==> src/rtl/dual_prio_sorter_pkg.sv <==
package dual_prio_sorter_pkg;

  localparam int NUM_CH = 2;

  typedef enum logic {
    CH_IRQ = 1'b0,
    CH_FIQ = 1'b1
  } chan_e;

  // width of a line number for a given line count, never below one bit
  function automatic int idw(input int n);
    return (n > 1) ? $clog2(n) : 1;
  endfunction

endpackage

==> src/rtl/prio_sorter_tree.sv <==
// Binary winner-select tree over the eligible lines; root registered.
module prio_sorter_tree #(
  parameter int LINES  = 96,
  parameter int PRIO_W = 6,
  parameter int ID_W   = 7
) (
  input  logic                    clk,
  input  logic                    rst_n,
  input  logic [LINES-1:0]        elig_i,
  input  logic [LINES*PRIO_W-1:0] prio_i,
  output logic                    win_valid_o,
  output logic [ID_W-1:0]         win_id_o
);

  localparam int LVLS   = (LINES > 1) ? $clog2(LINES) : 0;
  localparam int LEAVES = 1 << LVLS;
  localparam int NODES  = 2 * LEAVES - 1;

  typedef struct packed {
    logic              v;
    logic [PRIO_W-1:0] p;
    logic [ID_W-1:0]   id;
  } node_t;

  node_t nd [NODES];

  // leaves: heap slot LEAVES-1+k holds line k; padding leaves never win
  for (genvar k = 0; k < LEAVES; k++) begin : g_leaf
    if (k < LINES) begin : g_real
      assign nd[LEAVES-1+k] = '{v: elig_i[k], p: prio_i[k*PRIO_W +: PRIO_W], id: ID_W'(k)};
    end else begin : g_pad
      assign nd[LEAVES-1+k] = '{v: 1'b0, p: '0, id: '0};
    end
  end

  // inner nodes: right child covers higher line numbers, so it takes ties
  for (genvar i = 0; i < LEAVES - 1; i++) begin : g_node
    logic take_hi;
    assign take_hi = nd[2*i+2].v && (!nd[2*i+1].v || (nd[2*i+2].p <= nd[2*i+1].p));
    assign nd[i]   = take_hi ? nd[2*i+2] : nd[2*i+1];
  end

  logic            win_v_d, win_v_q;
  logic [ID_W-1:0] win_id_d, win_id_q;
  logic            win_en;

  always_comb begin
    win_en   = 1'b1;
    win_v_d  = nd[0].v;
    win_id_d = nd[0].v ? nd[0].id : '0;
  end

  always_ff @(posedge clk or negedge rst_n) begin
    if (!rst_n) begin
      win_v_q  <= 1'b0;
      win_id_q <= '0;
    end else if (win_en) begin
      win_v_q  <= win_v_d;
      win_id_q <= win_id_d;
    end
  end

  assign win_valid_o = win_v_q;
  assign win_id_o    = win_id_q;

endmodule

==> src/rtl/prio_sorter_chan.sv <==
// Per-channel agreement handshake: fire once, hold until re-armed.
module prio_sorter_chan #(
  parameter int ID_W = 7
) (
  input  logic            clk,
  input  logic            rst_n,
  input  logic            win_valid_i,
  input  logic [ID_W-1:0] win_id_i,
  input  logic            gmask_i,
  input  logic            rearm_i,
  output logic            req_o,
  output logic [ID_W-1:0] src_o
);

  logic            armed_d, armed_q;
  logic            req_d, req_q;
  logic [ID_W-1:0] src_d, src_q;
  logic            fire, state_en;

  always_comb begin
    fire     = armed_q && win_valid_i && !gmask_i && !rearm_i;
    state_en = rearm_i || fire;
    armed_d  = armed_q;
    req_d    = req_q;
    src_d    = src_q;
    if (rearm_i) begin
      armed_d = 1'b1;
      req_d   = 1'b0;
    end else if (fire) begin
      armed_d = 1'b0;
      req_d   = 1'b1;
      src_d   = win_id_i;
    end
  end

  always_ff @(posedge clk or negedge rst_n) begin
    if (!rst_n) begin
      armed_q <= 1'b1;
      req_q   <= 1'b0;
      src_q   <= '0;
    end else begin
      if (state_en) begin
        armed_q <= armed_d;
        req_q   <= req_d;
      end
      if (fire) begin
        src_q <= src_d;
      end
    end
  end

  assign req_o = req_q;
  assign src_o = src_q;

endmodule

==> src/rtl/dual_prio_sorter.sv <==
module dual_prio_sorter
  import dual_prio_sorter_pkg::*;
#(
  parameter int LINES  = 96,
  parameter int PRIO_W = 6,
  parameter int ID_W   = dual_prio_sorter_pkg::idw(LINES)
) (
  input  logic                    clk,
  input  logic                    rst_n,
  input  logic [LINES-1:0]        line_pend_i,
  input  logic [LINES-1:0]        line_mask_i,
  input  logic [LINES-1:0]        line_fiq_i,
  input  logic [LINES*PRIO_W-1:0] line_prio_i,
  input  logic                    glb_mask_i,
  input  logic                    rearm_irq_i,
  input  logic                    rearm_fiq_i,
  output logic                    irq_o,
  output logic                    fiq_o,
  output logic [ID_W-1:0]         irq_src_o,
  output logic [ID_W-1:0]         fiq_src_o
);

  logic [NUM_CH-1:0] rearm;
  logic [NUM_CH-1:0] req;
  logic [ID_W-1:0]   src [NUM_CH];

  assign rearm[CH_IRQ] = rearm_irq_i;
  assign rearm[CH_FIQ] = rearm_fiq_i;

  for (genvar ch = 0; ch < NUM_CH; ch++) begin : g_ch
    logic [LINES-1:0] route_sel;
    logic [LINES-1:0] elig;
    logic             win_v;
    logic [ID_W-1:0]  win_id;

    if (ch == int'(CH_FIQ)) begin : g_fast
      assign route_sel = line_fiq_i;
    end else begin : g_norm
      assign route_sel = ~line_fiq_i;
    end

    assign elig = line_pend_i & ~line_mask_i & route_sel;

    prio_sorter_tree #(
      .LINES (LINES),
      .PRIO_W(PRIO_W),
      .ID_W  (ID_W)
    ) u_tree (
      .clk        (clk),
      .rst_n      (rst_n),
      .elig_i     (elig),
      .prio_i     (line_prio_i),
      .win_valid_o(win_v),
      .win_id_o   (win_id)
    );

    prio_sorter_chan #(
      .ID_W(ID_W)
    ) u_chan (
      .clk        (clk),
      .rst_n      (rst_n),
      .win_valid_i(win_v),
      .win_id_i   (win_id),
      .gmask_i    (glb_mask_i),
      .rearm_i    (rearm[ch]),
      .req_o      (req[ch]),
      .src_o      (src[ch])
    );
  end

  assign irq_o     = req[CH_IRQ];
  assign fiq_o     = req[CH_FIQ];
  assign irq_src_o = src[CH_IRQ];
  assign fiq_src_o = src[CH_FIQ];

endmodule

==> config.mk <==
export PLATFORM = sky130hd
export DESIGN_NAME = dual_prio_sorter
export DESIGN_NICKNAME = d
export VERILOG_FILES = /design/src/rtl/dual_prio_sorter_pkg.sv /design/src/rtl/prio_sorter_tree.sv /design/src/rtl/prio_sorter_chan.sv /design/src/rtl/dual_prio_sorter.sv
export SDC_FILE = /design/constraint.sdc
export NUM_CORES = 2
export LEC_CHECK = 0
export BUFFER_PORTS_ARGS = -buffer_cell sky130_fd_sc_hd__buf_2
export CORE_AREA = 2 2 340 342
export DETAILED_ROUTE_END_ITERATION = 10
export DIE_AREA = 0 0 342 344
export SYNTH_ARGS = -nofsm -noshare
export SYNTH_HDL_FRONTEND = slang
export SYNTH_SLANG_ARGS = --single-unit
==> constraint.sdc <==
create_clock -name clk -period 2.2 [get_ports clk]
set_input_delay 0 -clock clk [delete_from_list [all_inputs] [get_ports clk]]
set_output_delay 0 -clock clk [all_outputs]
set_load 0.01 [all_outputs]
# == Yosys cells after proc, flatten, opt, wreduce, memory -nomap -nowiden ==
# Cells that the tools add are included.
# word_totals
n_memories,0
in_bits,869
reg_bits,34
latch_bits,0
output_inout_bits,16
mem_bits_rw,0
elab_cells,946
rom_bits,0
# op_classes
mul,0
shift,0
n_reduce_logical,587
n_lt_le_gt_ge,142
n_eq_ne,0
add_sub_neg,0
muxes,200
div,0
bitwise_logic,7
# op_table
cell,count
two-way mux 14 bit,190
less-or-equal comparator 6 bit,142
AND 96 bit,3
logical AND 1 bit,196
logical NOT 1 bit,193
logical OR 1 bit,192
NOT 96 bit,2
two-way mux 7 bit,2
two-way mux 1 bit,8
AND reduction 2 bit,4
nonzero test 2 bit,2
NOT 1 bit,2

# == Longest topological paths before layout ==
# depth
word_depth,32
depth_mapped,66
depth_no_buf,61

# == Hierarchy ==
# From an unflattened synthesis, not the netlist that was laid out.
# hier_totals
cells_unflattened,6313
hier_area_um2,48695.5
# by_module_without_submodules
module,area_per_inst_um2,cells_each,instances
prio_sorter_tree (g_ch[0].u_tree),23467.5,3033,1
prio_sorter_tree (g_ch[1].u_tree),22775.6,3042,1
dual_prio_sorter,1681.6,192,1
prio_sorter_chan,385.4,23,2

# == Least setup slack after synthesis ==
# OpenSTA, ideal clock, no wires.
# synth_timing
path_type,input to register
start,input port line_prio_i[111]
end,register g_ch[1].u_tree.win_id_q[1]
arrival_time_ns,12.124
t_required_ns,2.076
stages,61
setup_time_ns,0.124
path_slack_ns,-10.048
path_cell_list,inv_1 -> ha_1 -> a211o_1 -> o211ai_1 -> nand3_1 -> a21oi_1 -> mux2i_1 -> inv_1 -> ha_1 -> a21o_1 -> a2111oi_0 -> a2bb2oi_2 -> mux2i_1 -> inv_1 -> ha_1 -> a21o_1 -> a21o_1 -> a221oi_1 -> [... 25 more ...] -> o21ai_0 -> a21boi_0 -> or2_1 -> clkbuf_1 -> buf_2 -> mux2_2 -> ha_1 -> nor2b_1 -> o21a_1 -> o21a_1 -> o21a_1 -> o21ai_0 -> a211o_1 -> nand2_1 -> inv_1 -> buf_2 -> a21oi_1 -> a211o_1
# synth_between
elab_chain_len,29
elab_cells_between_ends,33
# synth_rtl
element,line,text
"start, declared",dual_prio_sorter.sv:13,"input logic [LINES*PRIO_W-1:0] line_prio_i,"
less-or-equal comparator 6 bit,prio_sorter_tree.sv:39,assign take_hi = nd[2*i+2].v && (!nd[2*i+1].v || (nd[2*i+2].p <= nd[2*i+1].p));
logical OR 1 bit,prio_sorter_tree.sv:39,
logical AND 1 bit,prio_sorter_tree.sv:39,
two-way mux 14 bit *,prio_sorter_tree.sv:40,assign nd[i] = take_hi ? nd[2*i+2] : nd[2*i+1];
less-or-equal comparator 6 bit,prio_sorter_tree.sv:39,
logical OR 1 bit,prio_sorter_tree.sv:39,
logical AND 1 bit,prio_sorter_tree.sv:39,
two-way mux 14 bit *,prio_sorter_tree.sv:40,
[... 14 more ...],--,
logical AND 1 bit,prio_sorter_tree.sv:39,
two-way mux 14 bit *,prio_sorter_tree.sv:40,
less-or-equal comparator 6 bit or logical NOT 1 bit (tied branches),prio_sorter_tree.sv:39,
logical OR 1 bit,prio_sorter_tree.sv:39,
logical AND 1 bit,prio_sorter_tree.sv:39,
two-way mux 14 bit *,prio_sorter_tree.sv:40,
two-way mux 7 bit *,prio_sorter_tree.sv:50,win_id_d = nd[0].v ? nd[0].id : '0;
via g_ch[1].u_tree.win_id_d[1],prio_sorter_tree.sv:44,"logic [ID_W-1:0] win_id_d, win_id_q;"
"end signal, assigned",prio_sorter_tree.sv:59,win_id_q <= win_id_d;
"end, declared",prio_sorter_tree.sv:44,
# The timed path passes the listed nets; every way through them passes the cells marked *.
# A chain may end at the register's enable or synchronous reset.

# == Worst setup path after layout ==
# layout_timing
start,input port line_prio_i[205]
end,register g_ch[0].u_tree.win_id_q[1]
# layout_between
elab_chain_len,29
elab_cells_between_ends,33
# layout_rtl
element,line
less-or-equal comparator 6 bit,prio_sorter_tree.sv:39
logical OR 1 bit,prio_sorter_tree.sv:39
logical AND 1 bit,prio_sorter_tree.sv:39
two-way mux 14 bit *,prio_sorter_tree.sv:40
less-or-equal comparator 6 bit,prio_sorter_tree.sv:39
logical OR 1 bit,prio_sorter_tree.sv:39
logical AND 1 bit,prio_sorter_tree.sv:39
two-way mux 14 bit *,prio_sorter_tree.sv:40
[... 14 more ...],--
logical AND 1 bit,prio_sorter_tree.sv:39
two-way mux 14 bit *,prio_sorter_tree.sv:40
less-or-equal comparator 6 bit or logical NOT 1 bit (tied branches),prio_sorter_tree.sv:39
logical OR 1 bit,prio_sorter_tree.sv:39
logical AND 1 bit,prio_sorter_tree.sv:39
two-way mux 14 bit *,prio_sorter_tree.sv:40
two-way mux 7 bit *,prio_sorter_tree.sv:50
via g_ch[0].u_tree.win_id_d[1],prio_sorter_tree.sv:44
"end signal, assigned",prio_sorter_tree.sv:59
"end, declared",prio_sorter_tree.sv:44
# Marks and branches as above.

==> metrics <==
status finished, violations left; failing checks setup timing; post-route cell area 74000 um^2; Adder-Cell Fraction of Synth Area 24.9%; Max Freq 86.3 MHz; Port-buffer cells 884; cell depth of the worst setup path 61; maximum vdd drop 1.01 mV; Pint 22.3 mW; Seq. cell area 853 um^2; setup_tns -127.39 ns; CP max FO 8; worst setup path startpoint line_prio_i[205]; Yosys Warn Count 0; Pre-antenna DRT Iters 6; syn_area_per_cell 7.67 um^2; Hold WC Path Type primary input to flip-flop; sequential fraction of the synthesis area 1.99%; HPWL Detailed 188 mm; Sw Pwr 20.1 mW; core area 114000 um^2; row cnt 124; via/cell ratio 5.40; Worst-path clk slew 0.06 ns; Slowest cell on crit path a221o_1; Worst EP required 2.38 ns; CTS tree yes; setup ws final -9.38 ns; area leader, netlist ha_1; Slew headroom 27.2%; CP peak stage delay 0.36 ns; antenna violations before repair 44; clock share of power 2.3%; largest net degree at the start of global routing 35; simple-gate area share of the yosys netlist 18.8%; multiplexer share of the synthesized area 21.1%; crit path to g_ch[0].u_tree.win_id_o[1]; post-route ant nets 0; starting density of the core 37.6%; GR Overflow Total 0; All-Layer GR Usage 33.4%; H-Tree Depth 2; first-pass GRT wire length 313 mm; WP data arrival 11.77 ns; die height 344 um; Final Core Density 65.0%; Setup crit end kind flip-flop; number of distinct library cells after synthesis 118; die area 118000 um^2; dpl ws -10.32 ns; r2r startpoint g_ch[1].u_tree.win_valid_o; Bufs and invs on worst path 10; Final period util 526%; Area Growth Syn to Fin 73.0%; Compound-Gate Fraction of Synth Area 24.7%; placed cell count 10600; logic gate share of total power 94.5%; most common cell after layout, fill and taps aside buf_4; Sink Count 34; Final Max Tran Viols 0; largest family of logic cells by synthesized area adder cells; reg2reg path depth 4; Initial DRC Count 2958; CTS Buf Count 5; Setup Crit Path Kind primary input to flip-flop; nets 10900; Netlist Area Pre-Place 42800 um^2; share of layout cells above drive strength 1 48.7%; Worst-Skew Late Latency 0.30 ns; fillers 9942; Post-Syn Nets 7300; chip width 342 um; ys async rst share 100%; Cells after Synth 5579; xor/xnor share of the synthesized area 0%; Placed Area 70200 um^2; final hold violation count 0; RSZ-0062 raised after global routing true; # setup viols final 15; switch share 47.4%; Root Driver clkbuf_16; WL per Instance 19.6 um; GP Congestion 1.04; WL final 210 mm; clk_skew 0.0106 ns; crit path launch type primary input; via count 57900; area of the multi-input gates 41700 um^2; r2r setup slk 0.75 ns; synth top area cells ha_1 25%, mux2i_1 17%, inv_1 7.4%, mux2_2 4.5%, a21oi_1 3.8%; Non-Filler Instances 10700; DRC Markers 0; area fraction of the dominant cell type after synthesis 24.9%; MaxCap Viol Count 0; CP delay by family, top compound AO/OA/AOI/OAI gates; Primary FF master, synth dfrtp_1; IO Pins 885; most frequent CP cell ha_1; clock buffer depth 2; P per Cell Area 574 nW/um^2; Final min period 11.58 ns; leakage 40.4 nW; vias in the first global route 57800; number of synthesized flops with an enable pin 0; worst flop-to-flop path endpoint g_ch[1].u_chan.src_o[3]; Seq cells post-synth 34; Flop pwr share 3.2%; Slew @ Worst Pin 1.08 ns; most frequent cells in the layout 2779 x buf_4, 885 x buf_2, 832 x inv_1
[per-layer routing]
layer | up-vias | share of wire, % | global-route usage [%]
li1 | 28200 | - | -
met5 | - | 0.087 | 0
met3 | 486 | 6.0 | 4.07
met1 | 27300 | 41 | 39.4
met2 | 1877 | 49 | 61.1
met4 | 30 | 4.5 | 13.2
[cell type report]
class	instances	area share [%]
inverters	849	4.34
repair buffers	3719	35.2
multi-input cells	4584	56.4
clock buffers	5	0.169
diodes	23	0.0778
flip-flops and latches	34	1.15
clock inverters	3	0.0930
well taps	1512	2.56
[sequential cells by signal (all words and copies together), names as in the netlist]
| signal | cells |
|---|---|
| g_ch.u_tree.win_valid_o | 2 |
| g_ch.u_chan.req_o | 2 |
| g_ch.u_tree.win_id_o | 14 |
| g_ch.u_chan.src_o | 14 |
| g_ch.u_chan.armed_q | 2 |
[worst min-delay path, stage by stage]
cell and delay (ns):
buf_2 0.11, o21ai_0 0.09, nand2_1 0.07
[how the worst min path moves through the flow]
stage                     startpoint                 endpoint  slack [ns]  depth (start not counted)
after floorplan                rst_n     g_ch[0].u_chan.req_o       -0.30                          0
after global placement         rst_n  g_ch[0].u_chan.src_o[6]        0.15                          1
after detailed placement       rst_n  g_ch[0].u_chan.src_o[6]        0.16                          1
after CTS                 glb_mask_i   g_ch[1].u_chan.armed_q        0.01                          3
after global routing      glb_mask_i   g_ch[1].u_chan.armed_q        0.01                          3
final                     glb_mask_i   g_ch[1].u_chan.armed_q        0.01                          3
[kinds of logic (layout without fill, tap and decap cells)]
logic type | Yosys count | in the layout
AOI/OAI and AO/OA | 1469 | 1470
adders and majority gates | 852 | 852
buffers and inverters | 962 | 4576
DFF | 34 | 34
muxes | 881 | 881
other | 0 | 23
and+or+nand+nor | 1381 | 1381
[power by group through the flow]
stage	combinational (mW)	clock [mW]	sequential, mW
finish	40.1	0.989	1.35
global route	43.2	1.02	1.35
CTS	37.4	0.989	1.33
detailed placement	35.6	0	1.34
global placement	34.9	0	1.34
floorplan	18.3	0	1.14
[metrics by stage]
step / hold WS, ns / total power [mW]
after floorplan: -0.296 / 19.4
after global placement: 0.150 / 36.2
after detailed placement: 0.158 / 37.0
after CTS: 0.0113 / 39.7
after global routing: 0.0107 / 45.6
final: 0.0146 / 42.5
[cells in the mapped netlist, types with 25 or more instances]
cell type / instances
o22ai_1: 34
and2_1: 46
a221oi_1: 46
nand4_1: 94
o221ai_1: 30
buf_2: 28
and4_1: 59
a22oi_1: 37
nand3_1: 163
clkbuf_1: 75
nand3b_1: 77
o21a_1: 117
a21oi_1: 325
o211ai_1: 80
and3b_1: 25
a22o_1: 29
nor4_1: 37
dfrtp_1: 32
nor2b_1: 90
o21bai_1: 27
nand2_1: 253
o21ai_0: 121
mux2_2: 170
a31oi_1: 49
inv_1: 846
mux2i_1: 709
a21o_1: 184
and3_1: 35
ha_1: 852
nor2_1: 219
o22a_1: 29
nand2b_1: 61
o21ai_1: 36
nor3b_1: 80
a211oi_1: 39
[what timing repair did]
action | CTS | global route
gates cloned | 0 | 2
buffers inserted | 40 | 62
setup endpoints to repair | 16 | 16
endpoints found under the hold margin | 34 | 0
pin swaps | 61 | 100
gates resized for setup | 212 | 293
hold buffers | 3 | 0
No activity file was read; power rests on OpenSTA's default activity.
